### config.mk
export PLATFORM = sky130hd
export DESIGN_NAME = varclk_gen
export DESIGN_NICKNAME = d
export VERILOG_FILES = /design/src/rtl/varclk_pkg.sv /design/src/rtl/varclk_sel.sv /design/src/rtl/varclk_timer.sv /design/src/rtl/varclk_phase.sv /design/src/rtl/varclk_gen.sv
export SDC_FILE = /design/constraint.sdc
export NUM_CORES = 1
export LEC_CHECK = 0
export ABC_AREA = 1
export BUFFER_PORTS_ARGS = -buffer_cell sky130_fd_sc_hd__buf_2
export CAP_MARGIN = 5
export CELL_PAD_IN_SITES_DETAIL_PLACEMENT = 1
export CELL_PAD_IN_SITES_GLOBAL_PLACEMENT = 1
export CORE_MARGIN = 5
export CORE_UTILIZATION = 35
export DETAILED_ROUTE_END_ITERATION = 10
export GPL_TIMING_DRIVEN = 0
export HOLD_SLACK_MARGIN = 0.08
export PLACE_DENSITY = 0.84
export SLEW_MARGIN = 20
export SYNTH_ARGS = -nofsm -noshare
export SYNTH_HDL_FRONTEND = slang
export SYNTH_SLANG_ARGS = --single-unit
### constraint.sdc
create_clock -name clk -period 3.1 [get_ports clk]
set_input_delay 0 -clock clk [delete_from_list [all_inputs] [get_ports clk]]
set_output_delay 0 -clock clk [all_outputs]
set_load 0.05 [all_outputs]
### src/rtl/varclk_pkg.sv
package varclk_pkg;

  typedef enum logic [1:0] {
    EDGE_NONE  = 2'd0,
    EDGE_LEAD  = 2'd1,
    EDGE_TRAIL = 2'd2
  } edge_e;

  // Kind of edge produced when a half-period closes, given whether the
  // clock currently sits away from its idle level.
  function automatic edge_e edge_at_close(input logic away_from_idle);
    return away_from_idle ? EDGE_TRAIL : EDGE_LEAD;
  endfunction

endpackage

### src/rtl/varclk_sel.sv
module varclk_sel #(
  parameter int DIV_W = 16,
  parameter int PAT_W = 32,
  localparam int IDX_W = $clog2(PAT_W)
) (
  input  logic                 var_en,
  input  logic [2*DIV_W-1:0]   div_word,
  input  logic [PAT_W-1:0]     pattern,
  input  logic [IDX_W-1:0]     idx,
  output logic [DIV_W-1:0]     limit
);

  // Divider 0 lives in the low field, divider 1 in the high field.
  function automatic logic [DIV_W-1:0] pick_div(
    input logic               en,
    input logic [2*DIV_W-1:0] w,
    input logic               pat_bit
  );
    if (en && pat_bit) return w[2*DIV_W-1:DIV_W];
    return w[DIV_W-1:0];
  endfunction

  assign limit = pick_div(var_en, div_word, pattern[idx]);

endmodule

### src/rtl/varclk_timer.sv
module varclk_timer #(
  parameter int DIV_W = 16
) (
  input  logic             clk,
  input  logic             rst_n,
  input  logic             run,
  input  logic [DIV_W-1:0] limit,
  output logic             half_done
);

  logic [DIV_W-1:0] cnt_q;

  // A half-period spans limit+1 clocks: count 0..limit.
  assign half_done = run && (cnt_q == limit);

  always_ff @(posedge clk or negedge rst_n) begin
    if (!rst_n) begin
      cnt_q <= '0;
    end else if (!run || half_done) begin
      cnt_q <= '0;
    end else begin
      cnt_q <= cnt_q + 1'b1;
    end
  end

endmodule

### src/rtl/varclk_phase.sv
module varclk_phase
  import varclk_pkg::*;
#(
  parameter int PAT_W = 32,
  localparam int IDX_W = $clog2(PAT_W)
) (
  input  logic             clk,
  input  logic             rst_n,
  input  logic             start_i,
  input  logic             stop_i,
  input  logic             half_done,
  output logic             run,
  output logic [IDX_W-1:0] idx,
  output logic             away,
  output logic             lead,
  output logic             trail
);

  localparam logic [IDX_W-1:0] LAST_IDX = IDX_W'(PAT_W - 1);

  logic  start_acc;
  logic  stop_now;
  logic  pend_q;
  edge_e close_kind;

  assign start_acc  = start_i && !run;
  assign stop_now   = pend_q || stop_i;
  assign close_kind = edge_at_close(away);

  always_ff @(posedge clk or negedge rst_n) begin
    if (!rst_n) begin
      run    <= 1'b0;
      idx    <= '0;
      away   <= 1'b0;
      pend_q <= 1'b0;
      lead   <= 1'b0;
      trail  <= 1'b0;
    end else begin
      lead  <= 1'b0;
      trail <= 1'b0;
      if (start_acc) begin
        run    <= 1'b1;
        idx    <= '0;
        away   <= 1'b0;
        pend_q <= 1'b0;
      end else if (run) begin
        if (half_done) begin
          if (stop_now) begin
            run    <= 1'b0;
            pend_q <= 1'b0;
            idx    <= '0;
            if (away) begin
              away  <= 1'b0;
              trail <= 1'b1;
            end
          end else begin
            away  <= !away;
            idx   <= (idx == LAST_IDX) ? '0 : idx + 1'b1;
            lead  <= (close_kind == EDGE_LEAD);
            trail <= (close_kind == EDGE_TRAIL);
          end
        end else if (stop_i) begin
          pend_q <= 1'b1;
        end
      end
    end
  end

endmodule

### src/rtl/varclk_gen.sv
module varclk_gen #(
  parameter int DIV_W = 16,
  parameter int PAT_W = 32
) (
  input  logic               clk,
  input  logic               rst_n,
  input  logic               start_i,
  input  logic               stop_i,
  input  logic               cpol_i,
  input  logic               var_en_i,
  input  logic [2*DIV_W-1:0] div_i,
  input  logic [PAT_W-1:0]   pattern_i,
  output logic               sclk_o,
  output logic               lead_o,
  output logic               trail_o
);

  localparam int IDX_W = $clog2(PAT_W);

  logic             run_w;
  logic             half_done_w;
  logic             away_w;
  logic [IDX_W-1:0] idx_w;
  logic [DIV_W-1:0] limit_w;

  varclk_sel #(.DIV_W(DIV_W), .PAT_W(PAT_W)) u_sel (
    .var_en   (var_en_i),
    .div_word (div_i),
    .pattern  (pattern_i),
    .idx      (idx_w),
    .limit    (limit_w)
  );

  varclk_timer #(.DIV_W(DIV_W)) u_timer (
    .clk       (clk),
    .rst_n     (rst_n),
    .run       (run_w),
    .limit     (limit_w),
    .half_done (half_done_w)
  );

  varclk_phase #(.PAT_W(PAT_W)) u_phase (
    .clk       (clk),
    .rst_n     (rst_n),
    .start_i   (start_i),
    .stop_i    (stop_i),
    .half_done (half_done_w),
    .run       (run_w),
    .idx       (idx_w),
    .away      (away_w),
    .lead      (lead_o),
    .trail     (trail_o)
  );

  assign sclk_o = away_w ^ cpol_i;

endmodule

# ---- Yosys cells after proc, flatten, opt, wreduce, memory -nomap -nowiden
# Cells that the tools add are included.
dict set report word_totals {
  ff_bits 26
  inputBits 70
  word_cells 62
}
dict set report classes {
  n_addsub 2
  magnitude_cmp 1
  n_eq_ne 5
  n_mux 34
  bitwise_logic 1
  reduce_logical 12
}
# operator n
set ops {}
lappend ops {{$mux 16} 3}
lappend ops {{$mux 5} 5}
lappend ops {{$mux 1} 24}
lappend ops {{$add 16x1->16 const B} 1}
lappend ops {{$eq 16x16->1} 1}
lappend ops {{$lt 5x6->1 const B} 1}
lappend ops {{$add 5x1->5 const B} 1}
lappend ops {{$bmux 1 s5} 1}
lappend ops {{$eq 5x5->1 const B} 1}
lappend ops {{$reduce_bool 2->1} 2}
lappend ops {{$logic_and 1x1->1} 3}
lappend ops {{$ne 3x1->1 const B} 1}
lappend ops {{$reduce_and 3->1} 1}
lappend ops {{$reduce_bool 3->1} 1}
lappend ops {{$eq 2x1->1 const B} 1}
lappend ops {{$eq 2x2->1 const B} 1}
lappend ops {{$logic_not 1->1} 2}
lappend ops {{$logic_or 1x1->1} 2}
lappend ops {{$mux 2} 1}
lappend ops {{$reduce_and 2->1} 1}
lappend ops {{$xor 1x1->1} 1}

# ---- Logic depth before layout (Yosys ltp)
# Gate-level depths: netlist of the first run.
dict set report logic_depth {
  depth_word 10
  mapped_depth 21
  ltp_nobuf 20
}

# ---- Hierarchy
# A second synthesis of the first run with hierarchy kept.
dict set report hier_totals {
  cells_unflattened 373
  hier_area_um2 2348.5
}
# mod n_inst cells_each area_per_inst_um2 seq_area_each_um2
set by_module_without_submodules {}
lappend by_module_without_submodules {varclk_timer 1 179 1171.1 400.4}
lappend by_module_without_submodules {varclk_sel 1 128 666.9 0.0}
lappend by_module_without_submodules {varclk_phase 1 61 491.7 250.2}
lappend by_module_without_submodules {varclk_gen 1 5 18.8 0.0}

# ---- Least setup slack after synthesis of the first run
# No wires, ideal clock.
dict set report synth_path {
  path_kind {register to register}
  start {reg u_phase.idx[0]}
  end {reg u_timer.cnt_q[11]}
  setup_ps 120
  arrival_time_ps 2157
  required_ps 2980
  setup_slack_ps 823
  stages_incl_launch_ff 19
  path_buffers 4
  period_less_slack_ps 2277
  path_cell_list {dfrtp_1 -> buf_4 -> buf_6 -> nand2_1 -> nand3_1 -> nand3_1 -> nand3_1 -> nand3_1 -> nand2_2 -> buf_2 -> nand3b_1 -> nand3_1 -> nand2_1 -> nand2_1 -> nor2_1 -> nand2_1 -> o21ai_4 -> buf_6 -> nor2_2}
}
dict set report synth_between {
  elab_chain_len 9
}
# element line
set synth_lines {}
lappend synth_lines {{from (decl)} varclk_phase.sv:13} ;# output logic [IDX_W-1:0] idx,
lappend synth_lines {{from (signal assigned)} varclk_phase.sv:58} ;# idx <= (idx == LAST_IDX) ? '0 : idx + 1'b1;
lappend synth_lines {{$bmux 1 s5} varclk_sel.sv:23} ;# assign limit = pick_div(var_en, div_word, pattern[idx]);
lappend synth_lines {{$mux 1 (not written as such)} varclk_sel.sv:23}
lappend synth_lines {{$logic_and 1x1->1} varclk_sel.sv:19} ;# if (en && pat_bit) return w[2*DIV_W-1:DIV_W];
lappend synth_lines {{$mux 1} varclk_sel.sv:19}
lappend synth_lines {{$mux 16} varclk_sel.sv:20} ;# return w[DIV_W-1:0];
lappend synth_lines {{$eq 16x16->1} varclk_timer.sv:14} ;# assign half_done = run && (cnt_q == limit);
lappend synth_lines {{$logic_and 1x1->1} varclk_timer.sv:14}
lappend synth_lines {{$logic_or 1x1->1} varclk_timer.sv:19} ;# end else if (!run || half_done) begin
lappend synth_lines {{$mux 16} varclk_timer.sv:19}
lappend synth_lines {{to (signal assigned)} varclk_timer.sv:22} ;# cnt_q <= cnt_q + 1'b1;
lappend synth_lines {{to (decl)} varclk_timer.sv:11} ;# logic [DIV_W-1:0] cnt_q;
# No other way between the ends. The select of a mux whose other input is x is not followed.
# A chain may end at the register's enable or synchronous reset.

# ---- Worst setup path after layout of the first run
dict set report layout_path {
  start {reg u_phase.idx[0]}
  end {reg u_timer.cnt_q[6]}
}
# Same word-level chain as after synthesis.

==> flow_summary.rst, run 1 <==
.. list-table::
   :header-rows: 1

   * - Metric
     - Value
   * - Average cell area after synthesis
     - 5.86 µm²
   * - Synth-to-layout area growth
     - 21.9%
   * - Post-Synthesis Cell Area
     - 2550 µm²
   * - Yosys top cell by area
     - dfrtp_1
   * - CTS Buffer Depth
     - 2
   * - Sequential-to-total area share from yosys stat
     - 25.5%
   * - Syn nets
     - 508
   * - Antenna diodes
     - 0
   * - Cell mode on critical path
     - nand3_1
   * - Mapped Cells
     - 435
   * - Drt first-iter violations
     - 86
   * - Total power consumption of the routed design
     - 1.11 mW
   * - Critical-path cell with the highest stage delay
     - dfrtp_1
   * - Post-layout worst setup margin
     - 293 ps
   * - Number of synthesized register bits
     - 26
   * - Kind of start point of the critical path
     - register
   * - Placement Rows
     - 31
   * - Count leader, synth
     - nand2_1
   * - Share of flip-flops with an asynchronous set or reset after synthesis
     - 100%
   * - Buffers and inverters on the worst path
     - 4
   * - Maxcap violations
     - 0
   * - Area enclosed by the die boundary
     - 9090 µm²
   * - Leading post-synthesis cells by cell area
     - dfrtp_1 26%, nand2_1 21%, nand3_1 19%
   * - Setup slack of the worst register-to-register path
     - 290 ps
   * - Final-stage net count
     - 587
   * - Number of sinks handled by clock tree synthesis
     - 26
   * - Worst hold path endpoint
     - u_phase.lead
   * - WP data required
     - 3270 ps
   * - CTS tree
     - done
   * - Crit-path max cell delay
     - 420 ps
   * - First-pass iteration count of the detailed router
     - 4
   * - Clock root buffer master
     - clkbuf_8
   * - Top-level port count
     - 73
   * - Yosys warning total
     - 0
   * - Setup clock skew after layout
     - 3.44 ps
   * - IR drop worst, VDD
     - 0.229 mV
   * - First-pass GRT wire length
     - 14500 µm
   * - Worst slew margin relative to its limit
     - 58.6%
   * - Cell types with the highest counts after synthesis
     - 140 x nand2_1, 96 x nand3_1, 60 x inv_1
   * - EDFF count, synth
     - 0
   * - RR Endpoint
     - u_timer.cnt_q[6]
   * - Antenna violations before repair
     - 0
   * - Worst Path Class, Setup
     - register to register
   * - Share of the synthesized area in the top cell type
     - 25.5%
   * - Beginning of the worst hold path
     - stop_i
   * - CTS buffer count
     - 3
   * - Timing-limited maximum frequency
     - 356 MHz
   * - Skew-Pair Late Insertion Delay
     - 270 ps
   * - Final HPWL from detailed placement
     - 6860 µm
   * - Largest delay share family, worst path
     - simple AND/OR/NAND/NOR gates
   * - Number of remaining DRC errors
     - 0
   * - Slew of the pin with the lowest slew margin
     - 621 ps
   * - Die Y-Extent
     - 95.3 µm
   * - Synth Flop Type
     - dfrtp_1
   * - CP Cell Sequence
     - buf_4 -> buf_6 -> nand2_1 -> nand3_1 -> nand3_1 -> nand3_1 -> nand3_1 -> nand2_2 -> buf_2 -> nand3_1 -> nand3_1 -> nand2_1 -> nand2_1 -> nor2_1 -> nand2_1 -> o21ai_4 -> buf_6 -> nor2_2
   * - Total Routed Length
     - 8370 µm
   * - Share of cells above drive strength 1
     - 20.5%
   * - Count of buffers inserted at the top-level ports
     - 72
   * - Total vias in the final route
     - 3070
   * - Setup Viol. Count Final
     - 0
   * - Outcome
     - complete, no violations
   * - Maximum number of pins on one net before global-route repair
     - 27
   * - Total Routing Usage GR
     - 19.7%
   * - Final hold violations
     - 0
   * - Source of the worst register-to-register timing path
     - u_phase.idx[0]
   * - Unrepaired setup endpoints after global routing
     - false
   * - Clock Pin Slew Worst Setup and Hold Paths
     - 90 ps
   * - Resized cells post-CTS
     - 0
   * - Setup_tns
     - 0 ps
   * - Die extent in x
     - 95.3 µm
   * - Vias in the first global route
     - 3309
   * - Remaining number of nets flagged by the antenna check after routing
     - 0
   * - Power density over the cells
     - 356 nW/µm²
   * - Detail-routed via count per cell
     - 5.02
   * - CP Data Arrival Time
     - 2970 ps
   * - Overall overflow remaining after global route
     - 0
   * - Pins Over Slew Limit
     - 0
   * - Starting utilization of the core area
     - 35.5%
   * - Final worst-path cycle share
     - 90.5%
   * - Lkg Pwr
     - 1.71 nW
   * - Worst min path class
     - input pin to register
   * - Routability Congestion
     - 0.824
   * - Instance count along the most critical hold path
     - 4
   * - CTS H-Tree Depth
     - 1
   * - Top fanout value on the critical path
     - 10
   * - Placeable Area
     - 7180 µm²
   * - Detailed-route wire length per cell
     - 13.7 µm
   * - Number of cell instances on the worst register-to-register path
     - 18
   * - Count of distinct cell types in the synthesized netlist
     - 24
   * - Setup fix buffers added after clock tree synthesis
     - 0
   * - Time the worst path needs with I/O delays and setup
     - 2810 ps
   * - Worst Setup End Kind
     - register
   * - Worst slack after detailed placement
     - 326 ps
[placed cells by master, fill, tap and decap left out, types with 5 or more instances in the layout]
master	synthesis	final
inv_1	60	60
nand4_1	7	7
nand3b_1	6	6
nand2_1	140	140
xor2_1	7	7
buf_2	3	75
a21oi_1	6	6
nand3_1	96	96
o21ai_0	7	7
nor2_2	12	12
buf_6	5	5
nor2_1	38	38
dfrtp_1	26	26
[flip-flops by register name, indices dropped and copies added, names as in the netlist]
name and flops:
u_phase.lead 1, u_phase.run 1, u_phase.idx 5, u_phase.away 1
u_phase.trail 1, u_timer.cnt_q 16, u_phase.pend_q 1
[tightest hold or removal path, stage by stage]
cell and delay (ps):
buf_2 90, nor2_1 110, inv_1 100, nor3_1 50
[cells by family after synthesis]
kind of cell	synth area share (%)
compound gates	3.19
buf+inv	13.4
flops	25.5
simple gates	53.7
fa+ha+maj	1.47
xor+xnor	2.75
[per-stage QoR]
step	hold slack, ps	cells	cell area [µm²]	utilization [%]
6_report	110	612	3110	43.3
3_5_place_dp	54.0	606	3030	42.3
4_1_cts	99.4	612	3110	43.3
3_3_place_gp	46.5	606	3030	42.3
2_1_floorplan	-296	435	2550	-
5_1_grt	124	612	3110	43.3
[where the power goes]
group          internal [mW]  leakage (nW)  switching (mW)  total, mW
registers              0.386         0.337          0.0566      0.443
clock network          0.114        0.0288           0.110      0.224
logic                  0.177          1.35           0.261      0.438
total                  0.677          1.71           0.428       1.11
[how the worst max path moves through the flow]
stage / start / cells past startpoint / slack [ps] / endpoint
after global placement: u_phase.idx[0] / 18 / 400 / u_phase.pend_q
after CTS: u_phase.idx[0] / 18 / 310 / u_timer.cnt_q[6]
after floorplan: u_phase.idx[0] / 18 / 820 / u_timer.cnt_q[11]
final: u_phase.idx[0] / 18 / 290 / u_timer.cnt_q[6]
after global routing: u_phase.idx[0] / 18 / 30 / u_phase.run
after detailed placement: u_phase.idx[0] / 19 / 330 / u_timer.cnt_q[6]
[layer usage]
layer	up-vias	wire (µm)	GRT usage, %
met3	12	335	2.68
met2	67	4240	36.2
met4	0	106	3.85
met1	1463	3690	24.4
met5	-	0	0
li1	1528	-	-
[layout make-up]
type | instances | area, µm²
buffer | 15 | 109
tap | 99 | 124
clock buffer | 4 | 55.1
inverter | 62 | 233
multi-input combinational | 332 | 1560
timing repair buffer | 74 | 380
sequential | 26 | 651
fill | 1021 | 4070
[timing repair]
item | CTS | global route
hold buffers | 2 | 0
endpoints found under the hold margin | 27 | 0
setup endpoints to repair | 0 | 0
Note: power is estimated with default switching activity, not from simulation.
==> run 2: changes to the inputs <==
--- a/config.mk
+++ b/config.mk
@@ -5,17 +5,17 @@
 export SDC_FILE = /design/constraint.sdc
 export NUM_CORES = 1
 export LEC_CHECK = 0
-export ABC_AREA = 1
 export BUFFER_PORTS_ARGS = -buffer_cell sky130_fd_sc_hd__buf_2
 export CAP_MARGIN = 5
 export CELL_PAD_IN_SITES_DETAIL_PLACEMENT = 1
 export CELL_PAD_IN_SITES_GLOBAL_PLACEMENT = 1
+export CORE_ASPECT_RATIO = 0.75
 export CORE_MARGIN = 5
-export CORE_UTILIZATION = 35
+export CORE_UTILIZATION = 36
 export DETAILED_ROUTE_END_ITERATION = 10
 export GPL_TIMING_DRIVEN = 0
 export HOLD_SLACK_MARGIN = 0.08
-export PLACE_DENSITY = 0.84
+export PLACE_DENSITY = 0.83
 export SLEW_MARGIN = 20
 export SYNTH_ARGS = -nofsm -noshare
 export SYNTH_HDL_FRONTEND = slang
==> run 2 against run 1 <==
Effect of this change: power fell by 11%; critical endpoint is now u_phase.idx[0]; the flow now finishes with violations (setup timing); sequential share of layout area rose by 5.1 points; largest power group unchanged; core utilization rose by 6.8 points; first-iteration DRC count fell by 22%; die area fell by 25%; synthesized cell count fell by 57%; cell area fell by 20%; via count fell by 45%; sequential power fell by 8.6%; routed wire length fell by 28%; largest cell class unchanged; hold slack improved by 100 ps; critical path depth fell by 9.
==> flow_summary.rst, run 2 <==
.. list-table::
   :header-rows: 1

   * - Metric
     - Value
   * - Register with the most flip-flops
     - u_timer.cnt_q (unchanged)
   * - Area share of xor/xnor cells in the synthesized design
     - 20.4% (was 2.75%)
   * - Worst Path Class, Setup
     - register to register (unchanged)
   * - Final hold violations
     - 0 (unchanged)
   * - Vias in the first global route
     - 1945 (was 3309)
   * - Total Routing Usage GR
     - 18.4% (was 19.7%)
   * - Setup Viol. Count Final
     - 7 (was 0)
   * - Filler cell count
     - 592 (was 1021)
   * - Final worst-path cycle share
     - 102% (was 90.5%)
   * - Sequential-to-total area share from yosys stat
     - 34.5% (was 25.5%)
   * - First-pass iteration count of the detailed router
     - 4 (unchanged)
   * - Yosys warning total
     - 0 (unchanged)
   * - Kind of start point of the critical path
     - register (unchanged)
   * - Compound-cell area share of the yosys netlist
     - 4.24% (was 3.19%)
   * - Combinational power share
     - 29.7% (was 39.6%)
   * - WP data required
     - 3300 ps (was 3270 ps)
   * - Clock root buffer master
     - clkbuf_8 (unchanged)
   * - Remaining number of nets flagged by the antenna check after routing
     - 0 (unchanged)
   * - Syn nets
     - 262 (was 508)
   * - Final-stage net count
     - 346 (was 587)
   * - RR Endpoint
     - u_phase.idx[0] (was u_timer.cnt_q[6])
   * - Synth-to-layout area growth
     - 32.4% (was 21.9%)
   * - Sequential Power Share
     - 41.4% (was 40.1%)
   * - Clock Pin Slew Worst Setup and Hold Paths
     - 100 ps (was 90 ps)
   * - Pins Over Slew Limit
     - 0 (unchanged)
   * - Drt first-iter violations
     - 67 (was 86)
   * - Placeable Area
     - 4980 µm² (was 7180 µm²)
   * - Skew-Pair Late Insertion Delay
     - 280 ps (was 270 ps)
   * - Timing-limited maximum frequency
     - 318 MHz (was 356 MHz)
   * - IR drop worst, VDD
     - 0.241 mV (was 0.229 mV)
   * - Lkg Pwr
     - 1.21 nW (was 1.71 nW)
   * - Share of cells above drive strength 1
     - 36.8% (was 20.5%)
   * - Worst slew margin relative to its limit
     - 59.9% (was 58.6%)
   * - Time the worst path needs with I/O delays and setup
     - 3150 ps (was 2810 ps)
   * - Placement Rows
     - 22 (was 31)
   * - CP Cell Sequence
     - buf_6 -> mux4_2 -> mux4_2 -> a22oi_4 -> mux2i_4 -> xnor2_2 -> or3b_4 -> buf_4 -> mux2i_1 (was buf_4 -> buf_6 -> nand2_1 -> nand3_1 -> nand3_1 -> nand3_1 -> nand3_1 -> nand2_2 -> buf_2 -> nand3_1 -> nand3_1 -> nand2_1 -> nand2_1 -> nor2_1 -> nand2_1 -> o21ai_4 -> buf_6 -> nor2_2)
   * - Yosys top cell by area
     - dfrtp_1 (unchanged)
   * - CTS tree
     - done (unchanged)
   * - Total vias in the final route
     - 1693 (was 3070)
   * - Critical-path cell with the highest stage delay
     - mux4_2 (was dfrtp_1)
   * - Share of flip-flops with an asynchronous set or reset after synthesis
     - 100% (unchanged)
   * - Die extent in x
     - 93.6 µm (was 95.3 µm)
   * - Maximum number of pins on one net before global-route repair
     - 27 (unchanged)
   * - Post-layout worst setup margin
     - -47.4 ps (was 293 ps)
   * - CTS Buffer Depth
     - 2 (unchanged)
   * - Cell area after layout
     - 2500 µm² (was 3110 µm²)
   * - Routability Congestion
     - 0.752 (was 0.824)
   * - Overall overflow remaining after global route
     - 0 (unchanged)
   * - Detail-routed via count per cell
     - 4.92 (was 5.02)
   * - Number of cell instances on the worst register-to-register path
     - 9 (was 18)
   * - Die Y-Extent
     - 72.7 µm (was 95.3 µm)
   * - Violated checks
     - setup timing
   * - Maxcap violations
     - 0 (unchanged)
   * - Setup clock skew after layout
     - 8.89 ps (was 3.44 ps)
   * - Crit-path max cell delay
     - 540 ps (was 420 ps)
   * - Share of the synthesized area in the top cell type
     - 34.5% (was 25.5%)
   * - Critical Path Start
     - u_phase.idx[0] (unchanged)
   * - Synth Flop Type
     - dfrtp_1 (unchanged)
   * - Largest register FFs
     - 16 (unchanged)
   * - Average cell area after synthesis
     - 9.98 µm² (was 5.86 µm²)
   * - Multiplexer share of the synthesized area
     - 16.6% (was 0%)
   * - Number of sinks handled by clock tree synthesis
     - 26 (unchanged)
   * - Instance count along the most critical hold path
     - 4 (unchanged)
   * - Worst Setup End Kind
     - register (unchanged)
   * - Switching share of total power
     - 30.7% (was 38.7%)
   * - Simple-gate share of the synthesized area
     - 18.2% (was 53.7%)
   * - Cell Int Power
     - 678 µW (was 677 µW)
   * - Post-Synthesis Cell Area
     - 1890 µm² (was 2550 µm²)
   * - Cell mode on critical path
     - mux4_2 (was nand3_1)
   * - Antenna diodes
     - 0 (unchanged)
   * - Slew of the pin with the lowest slew margin
     - 602 ps (was 621 ps)
   * - Dpl cell area
     - 2340 µm² (was 3030 µm²)
   * - Cell types with the highest counts after synthesis
     - 26 x dfrtp_1, 26 x nor2_1, 22 x xnor2_1, 22 x xor2_1, 18 x nand2_1 (was 140 x nand2_1, 96 x nand3_1, 60 x inv_1)
   * - Largest registers
     - u_timer.cnt_q x16, u_phase.idx x5 (unchanged)
   * - Net Switching
     - 300 µW (was 428 µW)
   * - Mapped Cells
     - 189 (was 435)
   * - Top-level port count
     - 73 (unchanged)
   * - EDFF count, synth
     - 0 (unchanged)
   * - Source of the worst register-to-register timing path
     - u_phase.idx[0] (unchanged)
   * - Starting utilization of the core area
     - 37.9% (was 35.5%)
   * - Count of buffers inserted at the top-level ports
     - 72 (unchanged)
   * - Final HPWL from detailed placement
     - 4660 µm (was 6860 µm)
   * - Detailed-route wire length per cell
     - 17.6 µm (was 13.7 µm)
   * - Area enclosed by the die boundary
     - 6800 µm² (was 9090 µm²)
   * - Outcome
     - complete, but fails checks (was complete, no violations)
   * - Post-synthesis adder-cell area fraction
     - 1.99% (was 1.47%)
   * - Share of power burned in the clock network
     - 28.9% (was 20.3%)
   * - Most frequent cells in the layout
     - 72 x buf_2, 26 x nor2_1, 26 x dfrtp_1 (was 140 x nand2_1, 96 x nand3_1, 75 x buf_2)
   * - Worst slack after detailed placement
     - -281 ps (was 326 ps)
   * - First-pass GRT wire length
     - 9830 µm (was 14500 µm)
   * - Leading post-synthesis cells by cell area
     - dfrtp_1 34%, xnor2_1 10%, xor2_1 10% (was dfrtp_1 26%, nand2_1 21%, nand3_1 19%)
   * - Setup slack of the worst register-to-register path
     - -50 ps (was 290 ps)
   * - Power density over the cells
     - 392 nW/µm² (was 356 nW/µm²)
   * - Area of the multi-input gates
     - 1180 µm² (was 1560 µm²)
   * - CP Data Arrival Time
     - 3350 ps (was 2970 ps)
   * - Unrepaired setup endpoints after global routing
     - true (was false)
   * - Antenna violations before repair
     - 0 (unchanged)
   * - Number of synthesized register bits
     - 26 (unchanged)
   * - Number of remaining DRC errors
     - 0 (unchanged)
   * - Total Routed Length
     - 6060 µm (was 8370 µm)
   * - Storage cell area
     - 651 µm² (unchanged)
   * - CTS H-Tree Depth
     - 1 (unchanged)
   * - Count of distinct cell types in the synthesized netlist
     - 33 (was 24)
   * - Worst min path class
     - input pin to register (unchanged)
   * - Commonest non-fill, non-tap cell in the layout
     - buf_2 (was nand2_1)
   * - Total power consumption of the routed design
     - 978 µW (was 1.11 mW)
   * - CP endpoint
     - u_phase.idx[0] (was u_timer.cnt_q[6])
   * - CTS buffer count
     - 3 (unchanged)
   * - Combinational family with the most area after synthesis
     - XOR/XNOR gates (was simple AND/OR/NAND/NOR gates)
   * - Top fanout value on the critical path
     - 7 (was 10)
-- run 2: cell count changes in the layout (fill, tap and decap cells not counted), sizes merged, moves of 6 or more --
cell | before | now
nand2 | 142 | 18
nand3 | 97 | 7
inv | 62 | 5
nor2 | 50 | 26
xnor2 | 1 | 22
xor2 | 7 | 22
mux4 | 0 | 10
mux2i | 0 | 8
o21ai | 8 | 1
a21oi | 6 | 0
nand3b | 6 | 0
-- run 2: metrics by stage --
step / setup TNS [ps] / util [%] / hold WS [ps] / cells
final: -228 / 50.2 / 214 / 344
after global routing: -2500 / 50.2 / 265 / 344
after CTS: -258 / 50.1 / 204 / 344
after detailed placement: -3730 / 46.9 / 33.6 / 333
after global placement: -3490 / 46.9 / 28.4 / 333
after floorplan: 0 / - / -296 / 189
-- run 2: worst min-delay path by stage --
stage	from	endpoint	slack, ps
floorplan	rst_n	u_phase.away	-300
global placement	rst_n	u_timer.cnt_q[3]	30
detailed placement	rst_n	u_timer.cnt_q[4]	30
CTS	start_i	u_phase.run	200
global route	start_i	u_phase.run	260
finish	start_i	u_phase.run	210
-- run 2: routing by layer --
metal / GRT usage [%] / up-vias / wire length, µm
met3: 3.09 / 6 / 188
li1: - / 813 / -
met5: 0 / - / 0
met2: 32.6 / 27 / 3090
met1: 23.9 / 847 / 2710
met4: 3.37 / 0 / 63
-- run 2: kinds of logic (layout without fill, tap and decap cells) --
family | count (synthesis) | after routing
simple gates | 74 | 74
buf+inv | 16 | 99
xor+xnor | 44 | 44
flops | 26 | 26
fa+ha+maj | 3 | 3
compound gates | 8 | 8
mux | 18 | 18
-- run 2: power groups by stage --
stage | combinational [mW] | clock, mW | sequential [mW]
finish | 0.290 | 0.283 | 0.405
global route | 0.318 | 0.304 | 0.408
CTS | 0.292 | 0.284 | 0.404
detailed placement | 0.280 | 0 | 0.410
global placement | 0.268 | 0 | 0.408
floorplan | 0.179 | 0 | 0.400
-- run 2: area by class of cell --
class	instances	area share [%]
multi-input combinational	147	47.3
sequential	26	26.0
timing repair buffer	80	17.2
tap	72	3.61
buffer	10	2.25
clock buffer	3	1.65
clock inverter	1	1.20
inverter	5	0.751
-- run 2: worst max-delay path: cells and delay by family, from the launching register on --
family / cells / cell delay, ps
AO/OA/AOI/OAI: 1 / 300
XOR/XNOR: 1 / 130
buffers and inverters: 2 / 330
flip-flops: 1 / 390
multiplexers: 4 / 1520
AND/OR/NAND/NOR: 1 / 410
-- run 2: timing repair --
item / 4_1_cts / 5_1_grt
pin swaps: 4 / 1
hold endpoints to repair: 29 / 0
cloned: 1 / 0
hold buffers: 2 / 0
endpoints found under the setup margin: 25 / 19
gates resized for setup: 8 / 1
setup buffers: 5 / 0
==> run 3: changes to the inputs <==
--- a/config.mk
+++ b/config.mk
@@ -5,17 +5,18 @@
 export SDC_FILE = /design/constraint.sdc
 export NUM_CORES = 1
 export LEC_CHECK = 0
+export ABC_AREA = 1
 export BUFFER_PORTS_ARGS = -buffer_cell sky130_fd_sc_hd__buf_2
 export CAP_MARGIN = 5
 export CELL_PAD_IN_SITES_DETAIL_PLACEMENT = 1
 export CELL_PAD_IN_SITES_GLOBAL_PLACEMENT = 1
 export CORE_ASPECT_RATIO = 0.75
 export CORE_MARGIN = 5
-export CORE_UTILIZATION = 36
+export CORE_UTILIZATION = 35
 export DETAILED_ROUTE_END_ITERATION = 10
 export GPL_TIMING_DRIVEN = 0
 export HOLD_SLACK_MARGIN = 0.08
-export PLACE_DENSITY = 0.83
+export PLACE_DENSITY = 0.84
 export SLEW_MARGIN = 20
 export SYNTH_ARGS = -nofsm -noshare
 export SYNTH_HDL_FRONTEND = slang
==> run 3 against run 2 <==
Effect of this change: the run now ends clean; via count up 81%; largest power group is now combinational logic; first-iteration DRC count up 110%; clock skew down 1.6 ps.
==> flow_summary.rst, run 3 (synthesis gave the netlist of run 1 again) <==
.. list-table::
   :header-rows: 1

   * - Metric
     - Value
   * - Top fanout value on the critical path
     - 10 (was 7)
   * - Register with the most flip-flops
     - u_timer.cnt_q (unchanged)
   * - Unrepaired setup endpoints after global routing
     - false (was true)
   * - CTS Buffer Depth
     - 2 (unchanged)
   * - Setup fix buffers added after clock tree synthesis
     - 0 (was 5)
   * - Drt first-iter violations
     - 142 (was 67)
   * - Critical-path cell with the highest stage delay
     - dfrtp_1 (was mux4_2)
   * - Area enclosed by the die boundary
     - 9110 µm² (was 6800 µm²)
   * - Kind of start point of the critical path
     - register (unchanged)
   * - Most frequent cells in the layout
     - 140 x nand2_1, 97 x nand3_1, 73 x buf_2 (was 72 x buf_2, 26 x nor2_1, 26 x dfrtp_1)
   * - CTS tree
     - done (unchanged)
   * - Crit-path max cell delay
     - 430 ps (was 540 ps)
   * - Worst min path class
     - input pin to register (unchanged)
   * - Outcome
     - complete, no violations (was complete, but fails checks)
   * - Final HPWL from detailed placement
     - 7240 µm (was 4660 µm)
   * - Count of buffers inserted at the top-level ports
     - 72 (unchanged)
   * - Clock Pin Slew Worst Setup and Hold Paths
     - 100 ps (about the same)
   * - Maxcap violations
     - 0 (unchanged)
   * - Time the worst path needs with I/O delays and setup
     - 2800 ps (was 3150 ps)
   * - Placement Rows
     - 27 (was 22)
   * - Starting utilization of the core area
     - 35.3% (was 37.9%)
   * - Largest delay share family, worst path
     - simple AND/OR/NAND/NOR gates (was multiplexers)
   * - Detailed-route wire length per cell
     - 14.6 µm (was 17.6 µm)
   * - Buffers and inverters on the worst path
     - 5 (was 2)
   * - Number of sinks handled by clock tree synthesis
     - 26 (unchanged)
   * - Largest register FFs
     - 16 (unchanged)
   * - Skew-Pair Late Insertion Delay
     - 290 ps (was 280 ps)
   * - WP data required
     - 3280 ps (was 3300 ps)
   * - Slew of the pin with the lowest slew margin
     - 658 ps (was 602 ps)
   * - Clock root buffer master
     - clkbuf_8 (unchanged)
   * - Largest registers
     - u_timer.cnt_q x16, u_phase.idx x5 (unchanged)
   * - Cells after DPL
     - 608 (was 333)
   * - Pins Over Slew Limit
     - 0 (unchanged)
   * - Final-stage net count
     - 588 (was 346)
   * - First-pass iteration count of the detailed router
     - 4 (unchanged)
   * - Die extent in x
     - 109 µm (was 93.6 µm)
   * - Power density over the cells
     - 379 nW/µm² (was 392 nW/µm²)
   * - Final worst-path cycle share
     - 90.2% (was 102%)
   * - Lkg Pwr
     - 1.72 nW (was 1.21 nW)
   * - Commonest non-fill, non-tap cell in the layout
     - nand2_1 (was buf_2)
   * - Worst Setup End Kind
     - register (unchanged)
   * - CTS buffer count
     - 3 (unchanged)
   * - Remaining number of nets flagged by the antenna check after routing
     - 0 (unchanged)
   * - Setup Viol. Count Final
     - 0 (was 7)
   * - Top-level port count
     - 73 (unchanged)
   * - Synth-to-layout area growth
     - 23.2% (was 32.4%)
   * - Post-Layout Cell Count
     - 615 (was 344)
   * - Number of cell instances on the worst register-to-register path
     - 19 (was 9)
   * - IR drop worst, VDD
     - 0.146 mV (was 0.241 mV)
   * - Setup clock skew after layout
     - 7.26 ps (was 8.89 ps)
   * - Stages on the worst setup path
     - 19 (was 9)
   * - Worst slew margin relative to its limit
     - 56.1% (was 59.9%)
   * - CP Data Arrival Time
     - 2970 ps (was 3350 ps)
   * - Timing-limited maximum frequency
     - 358 MHz (was 318 MHz)
   * - Worst Path Class, Setup
     - register to register (unchanged)
   * - Antenna violations before repair
     - 0 (unchanged)
   * - Post-layout util
     - 43.4% (was 50.2%)
   * - CTS H-Tree Depth
     - 1 (unchanged)
   * - Vias in the first global route
     - 3085 (was 1945)
   * - Total vias in the final route
     - 3064 (was 1693)
   * - Detail-routed via count per cell
     - 4.98 (was 4.92)
   * - Number of remaining DRC errors
     - 0 (unchanged)
   * - First-pass GRT wire length
     - 14600 µm (was 9830 µm)
   * - Share of cells above drive strength 1
     - 20.6% (was 36.8%)
   * - Die Y-Extent
     - 83.9 µm (was 72.7 µm)
   * - Cell mode on critical path
     - nand3_1 (was mux4_2)
   * - Setup_tns
     - 0 ps (was -228 ps)
   * - Placeable Area
     - 7230 µm² (was 4980 µm²)
   * - Instance count along the most critical hold path
     - 5 (was 4)
   * - Maximum number of pins on one net before global-route repair
     - 27 (unchanged)
   * - Final hold violations
     - 0 (unchanged)
   * - Antenna diodes
     - 0 (unchanged)
   * - CP Cell Sequence
     - inv_2 -> buf_4 -> nand2_1 -> nand3_1 -> nand3_1 -> nand3_1 -> nand3_1 -> nand2_2 -> buf_4 -> nand3_1 -> nand3_1 -> nand2_1 -> inv_1 -> nand2_1 -> nor2_1 -> nand2_1 -> o21ai_4 -> buf_6 -> nor2_2 (was buf_6 -> mux4_2 -> mux4_2 -> a22oi_4 -> mux2i_4 -> xnor2_2 -> or3b_4 -> buf_4 -> mux2i_1)
   * - Total Routing Usage GR
     - 19.8% (was 18.4%)
   * - Routability Congestion
     - 0.902 (was 0.752)
   * - Overall overflow remaining after global route
     - 0 (unchanged)
   * - Total Routed Length
     - 8960 µm (was 6060 µm)
-- run 3: cell types whose count changed in the layout (fill, tap and decap cells not counted), moves of 9 or more --
cell / before / now
nand2_1: 18 / 140
nor2_2: 0 / 13
xnor2_1: 21 / 1
xor2_1: 22 / 7
mux4_2: 9 / 0
nor2_1: 26 / 37
inv_1: 5 / 60
nand3_1: 7 / 97
-- run 3: report_power, final --
group / total, mW / switching (mW) / internal, mW
logic: 0.452 / 0.274 / 0.178
registers: 0.441 / 0.0547 / 0.386
clock network: 0.295 / 0.122 / 0.173
total: 1.19 / 0.451 / 0.737
-- run 3: through the flow --
step           total power [mW]  area, µm²  hold slack [ps]  worst slack, ps
2_1_floorplan             0.733       2550             -296              823
3_3_place_gp              0.864       3040             52.5              328
3_5_place_dp              0.890       3040             65.0              283
4_1_cts                    1.19       3130              108              203
5_1_grt                    1.28       3140              127             62.9
6_report                   1.19       3140              118              304
-- run 3: tightest hold or removal path: cells and delay by family --
kind	cells	cell delay [ps]
simple gates	2	90
compound gates	1	140
buf+inv	2	140
-- run 3: area by class of cell --
cell class | instances | area (µm²)
Tap cell | 101 | 126
Timing Repair Buffer | 74 | 380
Inverter | 62 | 233
Clock buffer | 3 | 41.3
Sequential cell | 26 | 651
Buffer | 15 | 114
Clock inverter | 1 | 30.0
Multi-Input combinational cell | 333 | 1560
Fill cell | 1072 | 4090
-- run 3: what timing repair did --
| action | CTS | global route |
|---|---|---|
| endpoints found under the setup margin | 0 | 2 |
| hold buffers | 2 | 0 |
| endpoints found under the hold margin | 27 | 0 |
| resized for setup | 0 | 3 |
-- run 3: path summary, 6_finish.rpt --
kind,slack (ps),from,end
setup reg to reg,300,u_phase.idx[0],u_timer.cnt_q[14]
max in group asynchronous,2400,rst_n,u_timer.cnt_q[14]
hold / removal,120,stop_i,u_phase.pend_q
setup / recovery,300,u_phase.idx[0],u_timer.cnt_q[14]
hold reg to reg,530,u_timer.cnt_q[0],u_timer.cnt_q[0]
min in group asynchronous,280,rst_n,u_timer.cnt_q[10]
-- run 3: metal layers --
| metal | up-vias | routed length, µm | global-route usage (%) |
|---|---|---|---|
| met4 | 0 | 44 | 2.64 |
| li1 | 1538 | - | - |
| met2 | 54 | 4160 | 32.4 |
| met1 | 1467 | 4350 | 28.3 |
| met3 | 5 | 404 | 2.71 |
| met5 | - | 0 | 0 |
